## src/rtl/tmr_pkg.sv

```systemverilog
package tmr_pkg;

    localparam int CNT_W  = 16;
    localparam int PSC_W  = 8;
    localparam int ADDR_W = 3;
    localparam int NUM_EVT = 32;
    localparam int NUM_SRC = 4;

    localparam logic [ADDR_W-1:0] A_LOAD  = 3'd0;
    localparam logic [ADDR_W-1:0] A_VALUE = 3'd1;
    localparam logic [ADDR_W-1:0] A_CTRL  = 3'd2;
    localparam logic [ADDR_W-1:0] A_CLEAR = 3'd3;
    localparam logic [ADDR_W-1:0] A_CAPT  = 3'd4;

    localparam logic [15:0] CTRL_RESET = 16'h000A;

    typedef enum logic [1:0] {
        PS_DIV1   = 2'd0,
        PS_DIV4   = 2'd1,
        PS_DIV16  = 2'd2,
        PS_DIV256 = 2'd3
    } psc_sel_e;

    typedef struct packed {
        logic       bypass;
        logic       evt_rst;
        logic       cap_en;
        logic [4:0] evt_sel;
        logic       clr_reload;
        logic [1:0] clk_sel;
        logic       enable;
        logic       periodic;
        logic       count_up;
        psc_sel_e   psc_sel;
    } ctrl_t;

    // last prescaler count before the counter steps
    function automatic logic [PSC_W-1:0] psc_limit(input psc_sel_e sel, input logic bypass);
        logic [PSC_W-1:0] lim;
        if (bypass) begin
            lim = '0;
        end else begin
            unique case (sel)
                PS_DIV1:   lim = 8'd0;
                PS_DIV4:   lim = 8'd3;
                PS_DIV16:  lim = 8'd15;
                default:   lim = 8'd255;
            endcase
        end
        return lim;
    endfunction

    function automatic logic [CNT_W-1:0] start_value(input logic periodic, input logic up,
                                                     input logic [CNT_W-1:0] ld);
        if (periodic) return ld;
        return up ? '0 : '1;
    endfunction

endpackage

```

## src/rtl/tmr_readsync.sv

```systemverilog
module tmr_readsync #(
    parameter int W      = 16,
    parameter int STAGES = 2
) (
    input  logic         clk,
    input  logic         rst,
    input  logic [W-1:0] din,
    input  logic         bypass,
    output logic [W-1:0] dout
);
    logic [W-1:0] stg [STAGES];

    always_ff @(posedge clk) begin
        if (rst) begin
            for (int i = 0; i < STAGES; i++) stg[i] <= '0;
        end else begin
            stg[0] <= din;
            for (int i = 1; i < STAGES; i++) stg[i] <= stg[i-1];
        end
    end

    assign dout = bypass ? din : stg[STAGES-1];
endmodule

```

## src/rtl/tmr_core.sv

```systemverilog
module tmr_core
    import tmr_pkg::*;
#(
    parameter int CW   = CNT_W,
    parameter int NEVT = NUM_EVT,
    parameter int NSRC = NUM_SRC
) (
    input  logic            clk,
    input  logic            rst,
    input  ctrl_t           ctrl,
    input  logic [CW-1:0]   load,
    input  logic [NSRC-1:0] src_tick,
    input  logic [NEVT-1:0] evt_in,
    input  logic            clr_pulse,
    output logic [CW-1:0]   count,
    output logic [CW-1:0]   capture,
    output logic [PSC_W-1:0] psc,
    output logic            run,
    output logic            evt_hit,
    output logic            timeout
);
    logic             tick, adv, at_term, ev_rst, clr_rl;
    logic [PSC_W-1:0] lim;
    logic [CW-1:0]    restart, stepped;

    always_comb begin
        tick    = src_tick[ctrl.clk_sel];
        evt_hit = evt_in[ctrl.evt_sel];
        lim     = psc_limit(ctrl.psc_sel, ctrl.bypass);
        restart = start_value(ctrl.periodic, ctrl.count_up, load);
        ev_rst  = run & ctrl.enable & ctrl.evt_rst & evt_hit;
        clr_rl  = run & ctrl.enable & ctrl.periodic & ctrl.clr_reload & clr_pulse;
        adv     = run & ctrl.enable & tick & (psc >= lim);
        at_term = ctrl.count_up ? (count == '1) : (count == '0);
        timeout = adv & at_term & ~ev_rst & ~clr_rl;
        if (at_term)            stepped = restart;
        else if (ctrl.count_up) stepped = count + 1'b1;
        else                    stepped = count - 1'b1;
    end

    always_ff @(posedge clk) begin
        if (rst || !ctrl.enable) begin
            count <= '0;
            psc   <= '0;
            run   <= 1'b0;
        end else if (!run) begin
            run   <= 1'b1;
            count <= restart;
            psc   <= '0;
        end else begin
            if (ev_rst)      psc <= '0;
            else if (tick)   psc <= (psc >= lim) ? '0 : psc + 1'b1;

            if (ev_rst)      count <= restart;
            else if (clr_rl) count <= load;
            else if (adv)    count <= stepped;
        end
    end

    always_ff @(posedge clk) begin
        if (rst)
            capture <= '0;
        else if (run && ctrl.enable && ctrl.cap_en && evt_hit)
            capture <= count;
    end
endmodule

```

## src/rtl/tmr_regs.sv

```systemverilog
module tmr_regs
    import tmr_pkg::*;
#(
    parameter int CW = CNT_W
) (
    input  logic              clk,
    input  logic              rst,
    input  logic              wr_en,
    input  logic [ADDR_W-1:0] addr,
    input  logic [15:0]       wdata,
    input  logic              timeout,
    input  logic [CW-1:0]     value_rd,
    input  logic [CW-1:0]     capture,
    output ctrl_t             ctrl,
    output logic [CW-1:0]     load,
    output logic              load_wr,
    output logic              clr_pulse,
    output logic              irq,
    output logic [15:0]       rdata
);
    logic          pend;
    logic [CW-1:0] pend_val;

    assign load_wr   = wr_en && (addr == A_LOAD);
    assign clr_pulse = wr_en && (addr == A_CLEAR) && wdata[0];

    always_ff @(posedge clk) begin
        if (rst) begin
            ctrl <= ctrl_t'(CTRL_RESET);
        end else if (wr_en && addr == A_CTRL) begin
            ctrl <= ctrl_t'(wdata);
        end
    end

    // a load landing on a timeout waits one cycle so the reload sees the old value
    always_ff @(posedge clk) begin
        if (rst) begin
            load     <= '0;
            pend     <= 1'b0;
            pend_val <= '0;
        end else begin
            if (pend) begin
                load <= pend_val;
                pend <= 1'b0;
            end
            if (load_wr) begin
                if (timeout) begin
                    pend     <= 1'b1;
                    pend_val <= wdata[CW-1:0];
                end else begin
                    load <= wdata[CW-1:0];
                end
            end
        end
    end

    always_ff @(posedge clk) begin
        if (rst)            irq <= 1'b0;
        else if (timeout)   irq <= 1'b1;
        else if (clr_pulse) irq <= 1'b0;
    end

    always_comb begin
        unique case (addr)
            A_LOAD:  rdata = load;
            A_VALUE: rdata = value_rd;
            A_CTRL:  rdata = ctrl;
            A_CAPT:  rdata = capture;
            default: rdata = '0;
        endcase
    end
endmodule

```

## src/rtl/updown_event_timer.sv

```systemverilog
module updown_event_timer
    import tmr_pkg::*;
#(
    parameter int SYNC_STAGES = 2
) (
    input  logic                  clk,
    input  logic                  rst,
    input  logic                  bus_sel,
    input  logic                  bus_we,
    input  logic [ADDR_W-1:0]     bus_addr,
    input  logic [15:0]           bus_wdata,
    output logic [15:0]           bus_rdata,
    input  logic [NUM_SRC-1:0]    src_tick,
    input  logic [NUM_EVT-1:0]    evt_in,
    output logic                  irq
);
    ctrl_t            ctrl_q;
    logic [CNT_W-1:0] load_q, count, capture_q, value_rd;
    logic [PSC_W-1:0] psc;
    logic             run, evt_hit, timeout, load_wr, clr_pulse;
    logic             en_bit, cap_bit, ers_bit, byp_bit;

    assign en_bit  = ctrl_q.enable;
    assign cap_bit = ctrl_q.cap_en;
    assign ers_bit = ctrl_q.evt_rst;
    assign byp_bit = ctrl_q.bypass;

    tmr_regs #(.CW(CNT_W)) u_regs (
        .clk(clk), .rst(rst),
        .wr_en(bus_sel & bus_we), .addr(bus_addr), .wdata(bus_wdata),
        .timeout(timeout), .value_rd(value_rd), .capture(capture_q),
        .ctrl(ctrl_q), .load(load_q), .load_wr(load_wr),
        .clr_pulse(clr_pulse), .irq(irq), .rdata(bus_rdata)
    );

    tmr_core #(.CW(CNT_W), .NEVT(NUM_EVT), .NSRC(NUM_SRC)) u_core (
        .clk(clk), .rst(rst), .ctrl(ctrl_q), .load(load_q),
        .src_tick(src_tick), .evt_in(evt_in), .clr_pulse(clr_pulse),
        .count(count), .capture(capture_q), .psc(psc), .run(run),
        .evt_hit(evt_hit), .timeout(timeout)
    );

    tmr_readsync #(.W(CNT_W), .STAGES(SYNC_STAGES)) u_sync (
        .clk(clk), .rst(rst), .din(count), .bypass(byp_bit), .dout(value_rd)
    );
endmodule

```

## config.mk

```make
export PLATFORM = sky130hd
export DESIGN_NAME = updown_event_timer
export DESIGN_NICKNAME = d
export VERILOG_FILES = /design/src/rtl/tmr_pkg.sv /design/src/rtl/tmr_readsync.sv /design/src/rtl/tmr_core.sv /design/src/rtl/tmr_regs.sv /design/src/rtl/updown_event_timer.sv
export SDC_FILE = /design/constraint.sdc
export NUM_CORES = 1
export LEC_CHECK = 0
export BUFFER_PORTS_ARGS = -buffer_cell sky130_fd_sc_hd__buf_2
export CAP_MARGIN = 20
export CORE_MARGIN = 5
export CORE_UTILIZATION = 55
export DETAILED_ROUTE_END_ITERATION = 7
export HOLD_SLACK_MARGIN = 0.12
export PLACE_DENSITY = 0.85
export SLEW_MARGIN = 20
export SYNTH_ARGS = -nofsm -noshare
export SYNTH_HDL_FRONTEND = slang
export SYNTH_SLANG_ARGS = --single-unit
export TNS_END_PERCENT = 100
```

## constraint.sdc

```tcl
create_clock -name clk -period 5.1 [get_ports clk]
set_clock_uncertainty 0.15 [all_clocks]
set_input_delay 1.02 -clock clk [delete_from_list [all_inputs] [get_ports clk]]
set_output_delay 1.02 -clock clk [all_outputs]
set_load 0.02 [all_outputs]
```

==> flow_summary.ini <==
[outcome]
outcome = finished clean

[worst_setup_path]
startpoint_type = input pin
cp-end-kind = output port
path_class = in2out
arrival_ns = 2.76
cp_max_fo = 18
crit_start = bus_addr[1]
cp.required_ns = 3.93
rr_startpoint = u_regs.ctrl[2]$_SDFFE_PP0P_

[synthesis]
yosysTopAreaCell = dfxtp_1
synth_edf_count = 0
synth_commonest_cells = 123 x dfxtp_1, 89 x mux2i_1, 76 x nor2_1, 73 x nand2_1, 57 x nor2b_1
yosys_warnings = 0
synth_cells = 788
synth_ff_type = dfxtp_1
yosys.area.top_type_share_pct = 35.1
syn_area_per_cell_um2 = 8.91
synth_nets = 871
ys_seq_area_share_pct = 35.1
synth_area_leaders = dfxtp_1 35%, mux2i_1 13%, nor2b_1 5.1%, ha_1 4.1%, nor2_1 4.1%
ys_seq_elements = 123
synth.distinct_cells = 71
synth.most_common_cell = dfxtp_1
syn_area_um2 = 7020
async_flop_share_pct = 0

[detailed_routing]
antenna_left = 0
routedWlPerCell_um = 19.3
via_per_inst = 6.30
dr.pass1.iters = 8
wl_um = 19700
via_count = 6439
drcViolationCount = 0
first_iter_violations = 1026

[timing]
fin_crit_sh_pct = 77.0
finalWorstPathRequiredPeriod_ns = 3.93
setup_viol = 0
setup-tns-final_ns = 0
hold_slack_ns = 0.282
rsz0062_at_grt = false
hold_viol_final = 0
worst_pin_slew_ns = 1.09
slew_headroom_pct = 27.3
max_freq_mhz = 255
slew_violations = 0

[layout]
syn_to_final_growth_pct = 13.4
drive_above_1_share_pct = 16.7
diodes = 0
nets = 920
fin_cells = 1022
final_util_pct = 63.3

[clocking]
clock_latency_ns = 0.42
cts_made_buffers = 17
cts_resized = 0
post-cts-setup-buffers = 0
clk_pin_slew_ns = 0.05
htreeDepth = 4
cts_tree = done
cts.sinks = 123
cts_root_buf = clkbuf_16
ctsHoldBuffers = 0
clockBufferDepth = 2

[floorplanning]
rows = 41
start_util_pct = 55.9
die_h_um = 123
die_area_um2 = 15100
die_w_um = 123
coreArea_um2 = 12600
num_io_pins = 76

[placed_design]
dpl.hpwl_um = 13600
gp_congestion = 1.00
portBuffers = 75
dp_cells = 990

[global_route]
grt_antenna_before_repair = 0
grt_pass1_vias = 5935
grt_pass1_wl_um = 30900
track_usage_pct = 26.3
grt_max_degree = 84
grt_remaining_overflow = 0

[power_and_ir_drop]
pwr-share-clk_pct = 50.6
p_leak_nw = 3.26
powerDensity_nw_per_um2 = 278
combPwrFrac_pct = 5.5
p_switching_uw = 531
internal_power_mw = 1.68
p_sw_share_pct = 24.0
p_seq_share_pct = 43.9
peakVddDrop_v = 0.000225

[min_path]
hold_class = reg2reg
hp-start = u_sync.stg[0][6]$_SDFF_PP0_

[run]
drv_cap = 0
final cells by class:
cell class,instances,area (um2)
Fill cell,1003,4610
Timing Repair Buffer,82,430
Clock buffer,18,429
Inverter,10,37.5
Tap cell,172,215
Multi-Input combinational cell,603,4260
Sequential cell,123,2460
Clock inverter,14,125
metrics by stage:
step / instance area, um2 / power, mW / worst slack [ns]
floorplan: 7020 / 1.06 / 1.52
finish: 7960 / 2.21 / 1.17
global route: 7960 / 2.27 / 0.981
detailed placement: 7410 / 1.11 / 1.17
CTS: 7960 / 2.22 / 1.15
global placement: 7410 / 1.11 / 1.27
cell usage in the layout, fill, tap and decap left out, types with 5 or more instances in the layout:
master and count:
nand3_1 13, inv_1 9, ha_1 23, nor2b_1 57, xnor2_1 5, o221ai_1 15, mux4_2 6, a22oi_1 8
o21ai_0 23, and3_1 9, o32ai_1 5, a31oi_1 8, nor2_1 76, a21oi_1 41, dfxtp_1 123, clkbuf_16 17
nand4_1 9, clkinvlp_4 5, nand2b_1 6, nor3_1 11, nor4_1 5, buf_4 8, xor2_1 12, a21o_1 13
buf_2 74, a211oi_1 15, mux2_2 12, nand2_1 73, mux2i_1 89
cells by family (layout without fill, tap and decap cells):
group | count (synthesis) | count (layout) | synth area share [%]
AO/OA/AOI/OAI | 169 | 169 | 16.9
multiplexers | 111 | 111 | 17.2
AND/OR/NAND/NOR | 282 | 282 | 20.0
buffers and inverters | 62 | 124 | 4.31
flip-flops | 123 | 123 | 35.1
XOR/XNOR | 17 | 17 | 2.12
adder cells (fa/ha/maj) | 24 | 24 | 4.38
path summary, 6_finish.rpt:
| kind | end | slack [ns] | depth (start not counted) |
|---|---|---|---|
| setup reg to reg | u_core.count[11]$_SDFFE_PN0P_ | 1.54 | 9 |
| setup / recovery | bus_rdata[0] | 1.17 | 6 |
| hold / removal | u_sync.stg[0][22]$_SDFF_PP0_ | 0.28 | 1 |
| hold reg to reg | u_sync.stg[0][22]$_SDFF_PP0_ | 0.28 | 1 |
flip-flops by register name, summed over array words and instances, names as in the netlist:
signal	cells
u_core.capture	16
u_core.count	16
u_core.psc	8
u_core.run	1
u_regs.ctrl	16
u_regs.irq	1
u_regs.load	16
u_regs.pend	1
u_regs.pend_val	16
u_sync.stg	32
worst max-delay path, cell delays in order:
cell	delay, ns
buf_2	0.23
nor2b_1	0.43
nor2b_1	0.63
nand2_1	0.14
o221ai_1	0.09
buf_2	0.20
metal layers:
metal / vias to the layer above / part of all wire, % / GRT usage (%) / routed length [um]
li1: 2961 / - / - / -
met1: 3021 / 39 / 32.7 / 7680
met2: 353 / 46 / 41.6 / 9100
met3: 104 / 9.2 / 6.40 / 1810
met4: 0 / 5.6 / 15.2 / 1100
met5: - / 0 / 0 / 0
power groups by stage:
stage	registers (mW)	clock network (mW)	logic [mW]
global route	0.972	1.17	0.131
finish	0.972	1.12	0.122
global placement	0.992	0	0.115
detailed placement	0.992	0	0.118
CTS	0.972	1.12	0.120
floorplan	0.988	0	0.0767
(Power assumes the default switching activity.)
